==> src/rtl/srb_pkg.sv <==
// Shared types for the shuffle-buffer relocator.
package srb_pkg;
    typedef enum logic [2:0] {
        ST_IDLE,
        ST_RDREQ,
        ST_RDWAIT,
        ST_WR,
        ST_FLUSH
    } srb_state_t;
endpackage

==> src/rtl/srb_remap_table.sv <==
// Logical-to-physical block address table.
// Each entry holds a full-width physical block address.
// Assumes one write port; the read is combinational.
// Reset loads the identity mapping.
module srb_remap_table #(
    parameter int LA_W = 6
) (
    input  logic            clk,
    input  logic            rst_n,
    input  logic [LA_W-1:0] rd_log,
    output logic [LA_W-1:0] rd_phys,
    input  logic            wr_en,
    input  logic [LA_W-1:0] wr_log,
    input  logic [LA_W-1:0] wr_phys
);
    localparam int ENTRIES = 1 << LA_W;

    logic [LA_W-1:0] tab [ENTRIES];

    // Lookup of the current physical home.
    assign rd_phys = tab[rd_log];

    // Identity on reset, single-entry update otherwise.
    always_ff @(posedge clk) begin
        if (!rst_n) begin
            for (int i = 0; i < ENTRIES; i++) begin
                tab[i] <= LA_W'(i);
            end
        end else if (wr_en) begin
            tab[wr_log] <= wr_phys;
        end
    end
endmodule

==> src/rtl/srb_buffer.sv <==
// On-chip block buffer.
// Each slot holds a logical address, the block data and a vacated home address.
// Fill appends at slot index = occupancy; replace overwrites one slot and keeps its home.
// clr empties the buffer.
// Assumes the controller never fills when full.
module srb_buffer #(
    parameter int LA_W   = 6,
    parameter int DATA_W = 16,
    parameter int DEPTH  = 4,
    localparam int IDX_W = (DEPTH > 1) ? $clog2(DEPTH) : 1,
    localparam int CNT_W = $clog2(DEPTH + 1)
) (
    input  logic              clk,
    input  logic              rst_n,
    input  logic [LA_W-1:0]   lk_addr,
    output logic              lk_hit,
    output logic [DATA_W-1:0] lk_data,
    input  logic              ins_en,
    input  logic [LA_W-1:0]   ins_log,
    input  logic [DATA_W-1:0] ins_data,
    input  logic [LA_W-1:0]   ins_home,
    input  logic              rep_en,
    input  logic [IDX_W-1:0]  rep_idx,
    input  logic [LA_W-1:0]   rep_log,
    input  logic [DATA_W-1:0] rep_data,
    input  logic              clr,
    input  logic [IDX_W-1:0]  sel_idx,
    output logic [LA_W-1:0]   sel_log,
    output logic [DATA_W-1:0] sel_data,
    output logic [LA_W-1:0]   sel_home,
    output logic [CNT_W-1:0]  occ
);
    logic [LA_W-1:0]   slot_log  [DEPTH];
    logic [DATA_W-1:0] slot_data [DEPTH];
    logic [LA_W-1:0]   slot_home [DEPTH];
    logic [DEPTH-1:0]  hit_vec;

    // Per-slot address compare, qualified by occupancy.
    for (genvar g = 0; g < DEPTH; g++) begin : g_cmp
        assign hit_vec[g] = (CNT_W'(g) < occ) && (slot_log[g] == lk_addr);
    end

    assign lk_hit = |hit_vec;

    // Data of the matching slot.
    always_comb begin
        lk_data = '0;
        for (int i = 0; i < DEPTH; i++) begin
            if (hit_vec[i]) lk_data = slot_data[i];
        end
    end

    // Selected-slot read port for victim and flush.
    assign sel_log  = slot_log[sel_idx];
    assign sel_data = slot_data[sel_idx];
    assign sel_home = slot_home[sel_idx];

    // Occupancy and slot contents.
    always_ff @(posedge clk) begin
        if (!rst_n) begin
            occ <= '0;
            for (int i = 0; i < DEPTH; i++) begin
                slot_log[i]  <= '0;
                slot_data[i] <= '0;
                slot_home[i] <= '0;
            end
        end else if (clr) begin
            occ <= '0;
        end else begin
            if (ins_en) begin
                slot_log[IDX_W'(occ)]  <= ins_log;
                slot_data[IDX_W'(occ)] <= ins_data;
                slot_home[IDX_W'(occ)] <= ins_home;
                occ <= occ + 1'b1;
            end
            if (rep_en) begin
                slot_log[rep_idx]  <= rep_log;
                slot_data[rep_idx] <= rep_data;
            end
        end
    end

    // occupancy bounded by depth.
    a_r5_occ_bound: assert property (@(posedge clk) disable iff (!rst_n)
        occ <= CNT_W'(DEPTH));

    // a logical block is held in at most one slot.
    a_r2_unique_hit: assert property (@(posedge clk) disable iff (!rst_n)
        $onehot0(hit_vec));

    // filling only happens below full.
    a_r3_no_fill_full: assert property (@(posedge clk) disable iff (!rst_n)
        ins_en |-> (occ < CNT_W'(DEPTH)));
endmodule

==> src/rtl/shuffle_relocator.sv <==
// Shuffle-buffer block address relocator (top).
// Serves hits from the buffer. A miss is read from the remapped address.
// When the buffer is full, the miss is followed by one forced write of a random victim
// to the vacated address, and the victim's remap entry is updated.
// A flush writes the buffer back to the vacated homes.
// Assumes memory answers each read with one mem_rvalid pulse; writes are posted.
module shuffle_relocator
    import srb_pkg::*;
#(
    parameter int LA_W   = 6,
    parameter int DATA_W = 16,
    parameter int DEPTH  = 4,
    parameter int RND_W  = 8
) (
    input  logic              clk,
    input  logic              rst_n,
    input  logic              req_valid,
    output logic              req_ready,
    input  logic [LA_W-1:0]   req_addr,
    input  logic [RND_W-1:0]  rnd_in,
    output logic              rsp_valid,
    output logic [DATA_W-1:0] rsp_data,
    output logic              mem_rd,
    output logic              mem_wr,
    output logic [LA_W-1:0]   mem_addr,
    output logic [DATA_W-1:0] mem_wdata,
    input  logic [DATA_W-1:0] mem_rdata,
    input  logic              mem_rvalid,
    input  logic              flush_req,
    output logic              flush_done
);
    localparam int IDX_W = (DEPTH > 1) ? $clog2(DEPTH) : 1;
    localparam int CNT_W = $clog2(DEPTH + 1);

    srb_state_t        state;
    logic [LA_W-1:0]   cur_log;
    logic [LA_W-1:0]   cur_phys;
    logic [IDX_W-1:0]  vic_idx;
    logic [DATA_W-1:0] rd_data_q;
    logic [CNT_W-1:0]  fidx;

    logic              lk_hit;
    logic [DATA_W-1:0] lk_data;
    logic [LA_W-1:0]   map_phys;
    logic              map_we;
    logic [LA_W-1:0]   map_wphys;
    logic              ins_en;
    logic              rep_en;
    logic              clr;
    logic              fl_wr;
    logic              full;
    logic [IDX_W-1:0]  sel_idx;
    logic [LA_W-1:0]   sel_log;
    logic [DATA_W-1:0] sel_data;
    logic [LA_W-1:0]   sel_home;
    logic [CNT_W-1:0]  occ;
    logic [IDX_W-1:0]  rnd_mod;
    logic              accept;

    // Control decode for buffer, table and memory port.
    always_comb begin
        full      = (occ == CNT_W'(DEPTH));
        rnd_mod   = IDX_W'(rnd_in % RND_W'(DEPTH));
        req_ready = (state == ST_IDLE) && !flush_req;
        accept    = req_valid && req_ready;
        fl_wr     = (state == ST_FLUSH) && (fidx < occ);
        ins_en    = (state == ST_RDWAIT) && mem_rvalid && !full;
        rep_en    = (state == ST_WR);
        clr       = (state == ST_FLUSH) && !fl_wr;
        sel_idx   = (state == ST_FLUSH) ? IDX_W'(fidx) : vic_idx;
        map_we    = rep_en || fl_wr;
        map_wphys = rep_en ? cur_phys : sel_home;
        mem_rd    = (state == ST_RDREQ);
        mem_wr    = rep_en || fl_wr;
        mem_addr  = (state == ST_FLUSH) ? sel_home : cur_phys;
        mem_wdata = sel_data;
    end

    srb_buffer #(
        .LA_W(LA_W), .DATA_W(DATA_W), .DEPTH(DEPTH)
    ) buf_i (
        .clk(clk), .rst_n(rst_n),
        .lk_addr(req_addr), .lk_hit(lk_hit), .lk_data(lk_data),
        .ins_en(ins_en), .ins_log(cur_log), .ins_data(mem_rdata), .ins_home(cur_phys),
        .rep_en(rep_en), .rep_idx(vic_idx), .rep_log(cur_log), .rep_data(rd_data_q),
        .clr(clr),
        .sel_idx(sel_idx), .sel_log(sel_log), .sel_data(sel_data), .sel_home(sel_home),
        .occ(occ)
    );

    srb_remap_table #(
        .LA_W(LA_W)
    ) map_i (
        .clk(clk), .rst_n(rst_n),
        .rd_log(req_addr), .rd_phys(map_phys),
        .wr_en(map_we), .wr_log(sel_log), .wr_phys(map_wphys)
    );

    // Sequencer: hit response, read/swap pair, flush walk.
    always_ff @(posedge clk) begin
        if (!rst_n) begin
            state      <= ST_IDLE;
            cur_log    <= '0;
            cur_phys   <= '0;
            vic_idx    <= '0;
            rd_data_q  <= '0;
            fidx       <= '0;
            rsp_valid  <= 1'b0;
            rsp_data   <= '0;
            flush_done <= 1'b0;
        end else begin
            rsp_valid  <= 1'b0;
            flush_done <= 1'b0;
            unique case (state)
                ST_IDLE: begin
                    if (flush_req) begin
                        fidx  <= '0;
                        state <= ST_FLUSH;
                    end else if (accept) begin
                        if (lk_hit) begin
                            rsp_valid <= 1'b1;
                            rsp_data  <= lk_data;
                        end else begin
                            cur_log  <= req_addr;
                            cur_phys <= map_phys;
                            vic_idx  <= rnd_mod;
                            state    <= ST_RDREQ;
                        end
                    end
                end
                ST_RDREQ: state <= ST_RDWAIT;
                ST_RDWAIT: begin
                    if (mem_rvalid) begin
                        if (full) begin
                            rd_data_q <= mem_rdata;
                            state     <= ST_WR;
                        end else begin
                            rsp_valid <= 1'b1;
                            rsp_data  <= mem_rdata;
                            state     <= ST_IDLE;
                        end
                    end
                end
                ST_WR: begin
                    rsp_valid <= 1'b1;
                    rsp_data  <= rd_data_q;
                    state     <= ST_IDLE;
                end
                ST_FLUSH: begin
                    if (fl_wr) begin
                        fidx <= fidx + 1'b1;
                    end else begin
                        flush_done <= 1'b1;
                        state      <= ST_IDLE;
                    end
                end
                default: state <= ST_IDLE;
            endcase
        end
    end

    // never a read and a write in the same cycle.
    a_r3_rd_wr_excl: assert property (@(posedge clk) disable iff (!rst_n)
        !(mem_rd && mem_wr));

    // an accepted hit causes no memory command next cycle.
    a_r2_hit_no_mem: assert property (@(posedge clk) disable iff (!rst_n)
        (req_valid && req_ready && lk_hit) |=> (!mem_rd && !mem_wr));

    // no request is taken while a read is outstanding.
    a_r7_busy: assert property (@(posedge clk) disable iff (!rst_n)
        mem_rd |-> !req_ready);

    // a swap write keeps occupancy constant.
    a_r5_swap_occ: assert property (@(posedge clk) disable iff (!rst_n)
        rep_en |=> (occ == $past(occ)));

    // buffer is empty when a flush reports done.
    a_r8_flush_empty: assert property (@(posedge clk) disable iff (!rst_n)
        flush_done |-> (occ == '0));
endmodule

==> config.mk <==
export PLATFORM = sky130hd
export DESIGN_NAME = shuffle_relocator
export DESIGN_NICKNAME = d
export VERILOG_FILES = /design/src/rtl/srb_pkg.sv /design/src/rtl/srb_remap_table.sv /design/src/rtl/srb_buffer.sv /design/src/rtl/shuffle_relocator.sv
export SDC_FILE = /design/constraint.sdc
export NUM_CORES = 1
export LEC_CHECK = 0
export BUFFER_PORTS_ARGS = -buffer_cell sky130_fd_sc_hd__buf_2
export CAP_MARGIN = 20
export CORE_MARGIN = 8
export CORE_UTILIZATION = 45
export CTS_BUF_LIST = sky130_fd_sc_hd__clkbuf_4
export DETAILED_ROUTE_END_ITERATION = 8
export PLACE_DENSITY = 0.57
export RECOVER_POWER = 25
export SLEW_MARGIN = 30
export SYNTH_ARGS = -nofsm -noshare
export SYNTH_HDL_FRONTEND = slang
export SYNTH_HIERARCHICAL = 1
export SYNTH_SLANG_ARGS = --single-unit
==> constraint.sdc <==
create_clock -name clk -period 5.8 [get_ports clk]
set_clock_uncertainty 0.2 [all_clocks]
set_input_delay 0.87 -clock clk [delete_from_list [all_inputs] [get_ports clk]]
set_output_delay 0.87 -clock clk [all_outputs]
set_load 0.01 [all_outputs]
## After elaboration in Yosys (flattened, before gate mapping)

Memories as Yosys holds them, arrays and structs flattened. A register that Yosys moved wholly into a read port is not among the register bits.
Cells that the tools add are included.

- Equal/unequal tests: 19
- Bitwise logic cells: 3
- Multiplexer cells: 60
- Magnitude comparators: 5
- $add $sub $neg: 2
- Reductions and logical operators: 32

Operators by type and width:

| operator | number |
|---|---|
| $mux W16 | 11 |
| $pmux W16 S3 | 1 |
| $mux W6 | 7 |
| $reduce_or A16 Y1 | 2 |
| $eq A6 B6 Y1 | 4 |
| $mux W1 | 24 |
| $reduce_or A6 Y1 | 4 |
| $mux W3 | 7 |
| $mux W2 | 7 |
| $ne A2 B2 Y1 const B | 7 |
| $pmux W3 S4 | 1 |
| $logic_and A1 B1 Y1 | 10 |
| $reduce_and A4 Y1 | 2 |
| $add A3 B1 Y3 const B | 2 |
| $eq A3 B2 Y1 const B | 2 |
| $eq A3 B3 Y1 const B | 2 |
| $lt A1 B3 Y1 const A | 2 |
| $lt A2 B3 Y1 const A | 2 |
| $ne A3 B3 Y1 const B | 2 |
| $pmux W3 S2 | 1 |
| $reduce_and A3 Y1 | 2 |
| $reduce_and A6 Y1 | 1 |
| $logic_not A1 Y1 | 4 |
| $reduce_or A4 Y1 | 1 |
| other kinds (11) | 13 |

- RAM bits: 496
- Logic and storage cells: 134
- Bits of input ports: 35
- Memories kept: 4
- Register bits after elaboration: 51
- Output and inout bits: 43

Memories:

| memory | words | width | read ports | clocked after Yosys merged registers in | write ports | RTL line | RTL |
|---|---|---|---|---|---|---|---|
| map_i.tab | 64 | 6 | 1 | 1 | 64 | srb_remap_table.sv:18 | `logic [LA_W-1:0] tab [ENTRIES];` |
| buf_i.slot_data | 4 | 16 | 5 | 0 | 4 | srb_buffer.sv:34 | `logic [DATA_W-1:0] slot_data [DEPTH];` |
| buf_i.slot_home | 4 | 6 | 1 | 0 | 4 | srb_buffer.sv:35 | `logic [LA_W-1:0] slot_home [DEPTH];` |
| buf_i.slot_log | 4 | 6 | 5 | 0 | 4 | srb_buffer.sv:33 | `logic [LA_W-1:0] slot_log [DEPTH];` |

## Logic depth before layout (Yosys ltp)

An unclocked memory read counts as a cell.

- Depth in word-level cells: 11
- Gate-level depth with buffers: 13
- Gate-level depth less buffers: 10

## Hierarchy

Netlist, hierarchy kept.

Modules (own cells, without submodules):

| module | seq. area each (µm²) | instances | area an instance (µm²) | cells an instance |
|---|---|---|---|---|
| srb_remap_table | 11531.1 | 1 | 17893.4 | 1311 |
| srb_buffer | 3423.3 | 1 | 6303.5 | 524 |
| shuffle_relocator | 1081.0 | 1 | 2792.7 | 285 |

## Worst setup path after synthesis

No wires, ideal clock.

- Path type: register -> register
- From: register state[2]
- To: memory map_i.tab[4][0], enable pin
- Path buffers: 6
- Period minus slack after synthesis: 4330 ps
- Slack: 1470 ps
- Data required time: 5223 ps
- Cell stages (with the launch flop): 13
- Arrival: 3752 ps
- Cell sequence: dfxtp_1 -> nor3b_2 -> buf_2 -> mux2_2 -> clkbuf_1 -> mux4_2 -> buf_2 -> or3b_1 -> buf_2 -> or2_1 -> clkbuf_1 -> buf_2 -> o21ai_0

RTL lines:

| what | RTL line | RTL |
|---|---|---|
| start: declaration | shuffle_relocator.sv:35 | `srb_state_t state;` |
| start signal: assignment | shuffle_relocator.sv:102 | `state <= ST_IDLE;` |
| start signal: assignment | shuffle_relocator.sv:118 | `state <= ST_FLUSH;` |
| start signal: assignment | shuffle_relocator.sv:127 | `state <= ST_RDREQ;` |
| end: declaration | srb_remap_table.sv:18 |  |

==> reports/qor.yml <==
outcome:
  run_status: "complete, but fails checks"
  violations: "max-capacitance violations, max-slew violations"
worst_setup_path:
  critical_path.endpoint_type: "flop"
  timing.critical_path.cells: "inv_1 -> ha_1 -> a21oi_1 -> o21ai_0 -> and2_0 -> nor2b_1 -> and2_0 -> clkbuf_1 -> nand3b_1 -> nand2_1 -> or2_2"
  critical_path.max_stage_delay_ns: 1.17
  crit_slowest_cell: "sky130_fd_sc_hd__clkbuf_1"
  critPathKind: "flop to flop"
  crit_required_ns: 6.19
  cp.buffers_inverters: 2
  critical_path.top_delay_family: "simple AND/OR/NAND/NOR gates"
  rr_endpoint: "buf_i/slot_log[2][4]"
  critical-path-top-cell-by-count: "sky130_fd_sc_hd__and2_0"
  ff2ff_path_depth: 11
  critical_path_arrival_ns: 5.83
  critical_path.startpoint_type: "flop"
  regToRegSetupSlack_ns: 0.35
  crit-reg2reg-launch: "buf_i/occ[2]"
  critical_path.max_fanout: 23
yosys:
  number_of_flops_mapped_to_enable_cells_by_yosys: 496
  synthesis.nets: 2159
  synth.distinct_cells: 71
  yosysWarnings: 6
  postSynth.asyncResetShare_pct: 0
  synthCells: 2120
  synth_seq_cells: 553
  synthesis.area_um2: 27000
  ys.flop_type: "sky130_fd_sc_hd__edfxtp_1"
  syn_area_per_cell_um2: 12.7
  synth_sequential_area_ratio_pct: 59.4
route:
  routed-via-count: 18621
  drt_iter0_drc: 1732
  detailedRoute.firstPassIterationCount: 5
  routed_wirelength_um: 76500
  post_drt_wl_per_cell_um: 24.3
  drcViolationCount: 0
  drt-vias-per-instance: 5.91
  antenna_violating_nets_post_route: 0
global_route:
  antenna_found_initial: 3
  grt_start_max_net_pins: 69
  grt_pass1_vias: 18839
  globalRoute.totalOverflow: 0
  gr-usage-all-layers_pct: 22.5
  grt_first_pass_wirelength_um: 115000
sta:
  timing.slew.headroom_pct: -33.6
  final-setup-viol-count: 0
  final.min_clock_period_ns: 5.45
  slew_at_the_pin_closest_to_its_max_slew_limit_ns: 2.00
  final-hold-violation-count: 0
  hold-worst-slack_ns: 0.114
  finalCritPeriodShare_pct: 93.9
  tns_setup_ns: 0
  grt_setup_unrepaired: "no"
  report.final.slew_viol_count: 178
  fmax_ghz: 0.184
floorplan:
  floorplan.die.height_um: 261
  row_count: 89
  die-area_um2: 68100
  initial_core_util_pct: 45.6
  ios: 78
  die_w_um: 261
  core-area_um2: 59100
hold_path:
  hold_depth: 3
  hp-start: "flush_req"
  hp-class: "input pin to flop"
  min_delay_worst_endpoint: "state[2]"
clocking:
  clk_transition_reported_paths_ns: 0.07
  clockRootBuffer: "sky130_fd_sc_hd__clkbuf_4"
  cts_htree_levels: 4
  cts_buffers: 150
  post_cts_resized: 0
  clock_tree_from_tritoncts: "done"
  clock-sinks: 553
  cts-root-to-sink-buffers: 3
  clkLatencyLatePin_ns: 1.00
power_and_ir_drop:
  leakage_nw: 9.69
  worst_ir_drop_vdd_mv: 0.185
  power-per-cell-area_nw_per_um2: 292
  sum_of_internal_switching_and_leakage_power_mw: 8.80
placed_design:
  port_buffers: 71
  routabilityCongestion: 0.854
  hpwl_um: 47300
finish:
  syn2layout_area_growth_pct: 11.6
  layout-drive-gt1-share_pct: 21.8
  final_nets: 2293
  final_core_util_pct: 50.9
job:
  maxCapViolCount: 6
## logic make-up after synthesis
logic type | Yosys count | synth area share (%)
buf+inv | 213 | 4.02
mux | 208 | 13.5
compound gates | 262 | 6.44
flops | 553 | 59.4
xor+xnor | 27 | 0.876
fa+ha+maj | 4 | 0.185
simple gates | 853 | 15.6
## cell type report
type | instances | area, um2
well taps | 773 | 967
flip-flops and latches | 553 | 16000
fillers | 5178 | 29000
multi-input cells | 1354 | 9860
repair buffers | 184 | 1230
clock buffers | 234 | 1760
clock inverters | 29 | 195
diodes | 11 | 27.5
inverters | 11 | 41.3
## Yosys cell counts (all sizes together) (3+ instances only)
master	number	share of area [%]
o21ai	120	2.2
o221ai	6	0.19
a22oi	5	0.14
nor2	102	1.4
nand3b	10	0.28
o21a	4	0.11
or3	59	1.4
nor3b	8	0.30
a21oi	9	0.17
xor2	14	0.45
mux2i	74	2.7
inv	10	0.14
a22o	46	1.5
nor4	8	0.19
a221oi	16	0.52
edfxtp	496	55
nand2	304	4.2
mux4	120	10
nand3	45	0.88
dfxtp	57	4.2
or2	16	0.37
clkbuf	134	2.0
xnor2	13	0.42
o31ai	3	0.10
or3b	3	0.097
and3	16	0.37
buf	66	1.7
nand2b	19	0.44
nor2b	45	1.0
nand4	4	0.093
nor3	122	2.3
ha	4	0.19
o211ai	19	0.53
a211oi	5	0.14
and4	3	0.097
o22ai	14	0.32
mux2	14	0.58
and2	84	1.9
a31oi	6	0.14
## state kept, by name, summed over array words and instances, names as in the netlist
| register | flops |
|---|---|
| rsp_data | 16 |
| cur_log | 6 |
| cur_phys | 6 |
| fidx | 3 |
| rsp_valid | 1 |
| state | 3 |
| buf_i/slot_home | 24 |
| flush_done | 1 |
| vic_idx | 2 |
| buf_i/occ | 3 |
| map_i/tab | 384 |
| buf_i/slot_log | 24 |
| buf_i/slot_data | 64 |
| rd_data_q | 16 |
## per-stage QoR
| stage | setup slack, ns | area [um2] | instances |
|---|---|---|---|
| after floorplan | 1.47 | 27000 | 2120 |
| after detailed placement | 0.943 | 28100 | 2856 |
| after CTS | 0.337 | 30200 | 3138 |
| after global placement | 0.969 | 28100 | 2855 |
| after global routing | 0.162 | 30100 | 3148 |
| final | 0.355 | 30100 | 3149 |
## repair_timing
action | 4_1_cts | 5_1_grt
endpoints found under the hold margin | 65 | 0
hold buffers | 19 | 0
setup buffers | 0 | 0
## power breakdown
group | total [mW] | switching (mW) | internal, mW
Combinational | 0.744 | 0.502 | 0.242
Sequential | 4.46 | 0.0466 | 4.41
Clock | 3.60 | 1.65 | 1.95
Total | 8.80 | 2.20 | 6.61
## routing by layer
metal	global-route usage [%]	vias to the layer above	wire length, um
met1	29.4	9387	32300
met4	9.21	0	2030
met2	36.5	761	36600
li1	-	8337	-
met5	0	-	0
met3	4.83	136	5610
## cells in the final DEF (no fill, tap or decap), types with 44 or more instances in the layout
| cell | n |
|---|---|
| sky130_fd_sc_hd__buf_4 | 74 |
| sky130_fd_sc_hd__nand2_1 | 304 |
| sky130_fd_sc_hd__and2_1 | 63 |
| sky130_fd_sc_hd__or3_1 | 59 |
| sky130_fd_sc_hd__nor2b_1 | 44 |
| sky130_fd_sc_hd__o21ai_0 | 101 |
| sky130_fd_sc_hd__mux4_2 | 112 |
| sky130_fd_sc_hd__edfxtp_1 | 496 |
| sky130_fd_sc_hd__nor3_1 | 119 |
| sky130_fd_sc_hd__a22o_1 | 46 |
| sky130_fd_sc_hd__nand3_1 | 45 |
| sky130_fd_sc_hd__mux2i_1 | 74 |
| sky130_fd_sc_hd__buf_2 | 48 |
| sky130_fd_sc_hd__nor2_1 | 100 |
| sky130_fd_sc_hd__clkbuf_4 | 234 |
| sky130_fd_sc_hd__dfxtp_1 | 57 |
## how the worst max path moves through the flow
stage	start	slack (ns)	depth (start not counted)	to
6_report	buf_i/occ[2]	0.35	11	buf_i/slot_log[2][4]
4_1_cts	state[2]	0.34	6	mem_addr[0]
3_3_place_gp	state[2]	0.97	7	map_i/tab[22][3]
5_1_grt	buf_i/occ[1]	0.16	11	buf_i/slot_data[2][14]
3_5_place_dp	state[2]	0.94	6	map_i/tab[22][3]
2_1_floorplan	state[2]	1.47	12	map_i/tab[4][0]
## tightest hold or removal path, stage by stage
cell and delay (ns):
sky130_fd_sc_hd__buf_2 0.13, sky130_fd_sc_hd__nand2_1 0.13, sky130_fd_sc_hd__a21boi_0 0.10
Power figures use the tool's default switching activity.
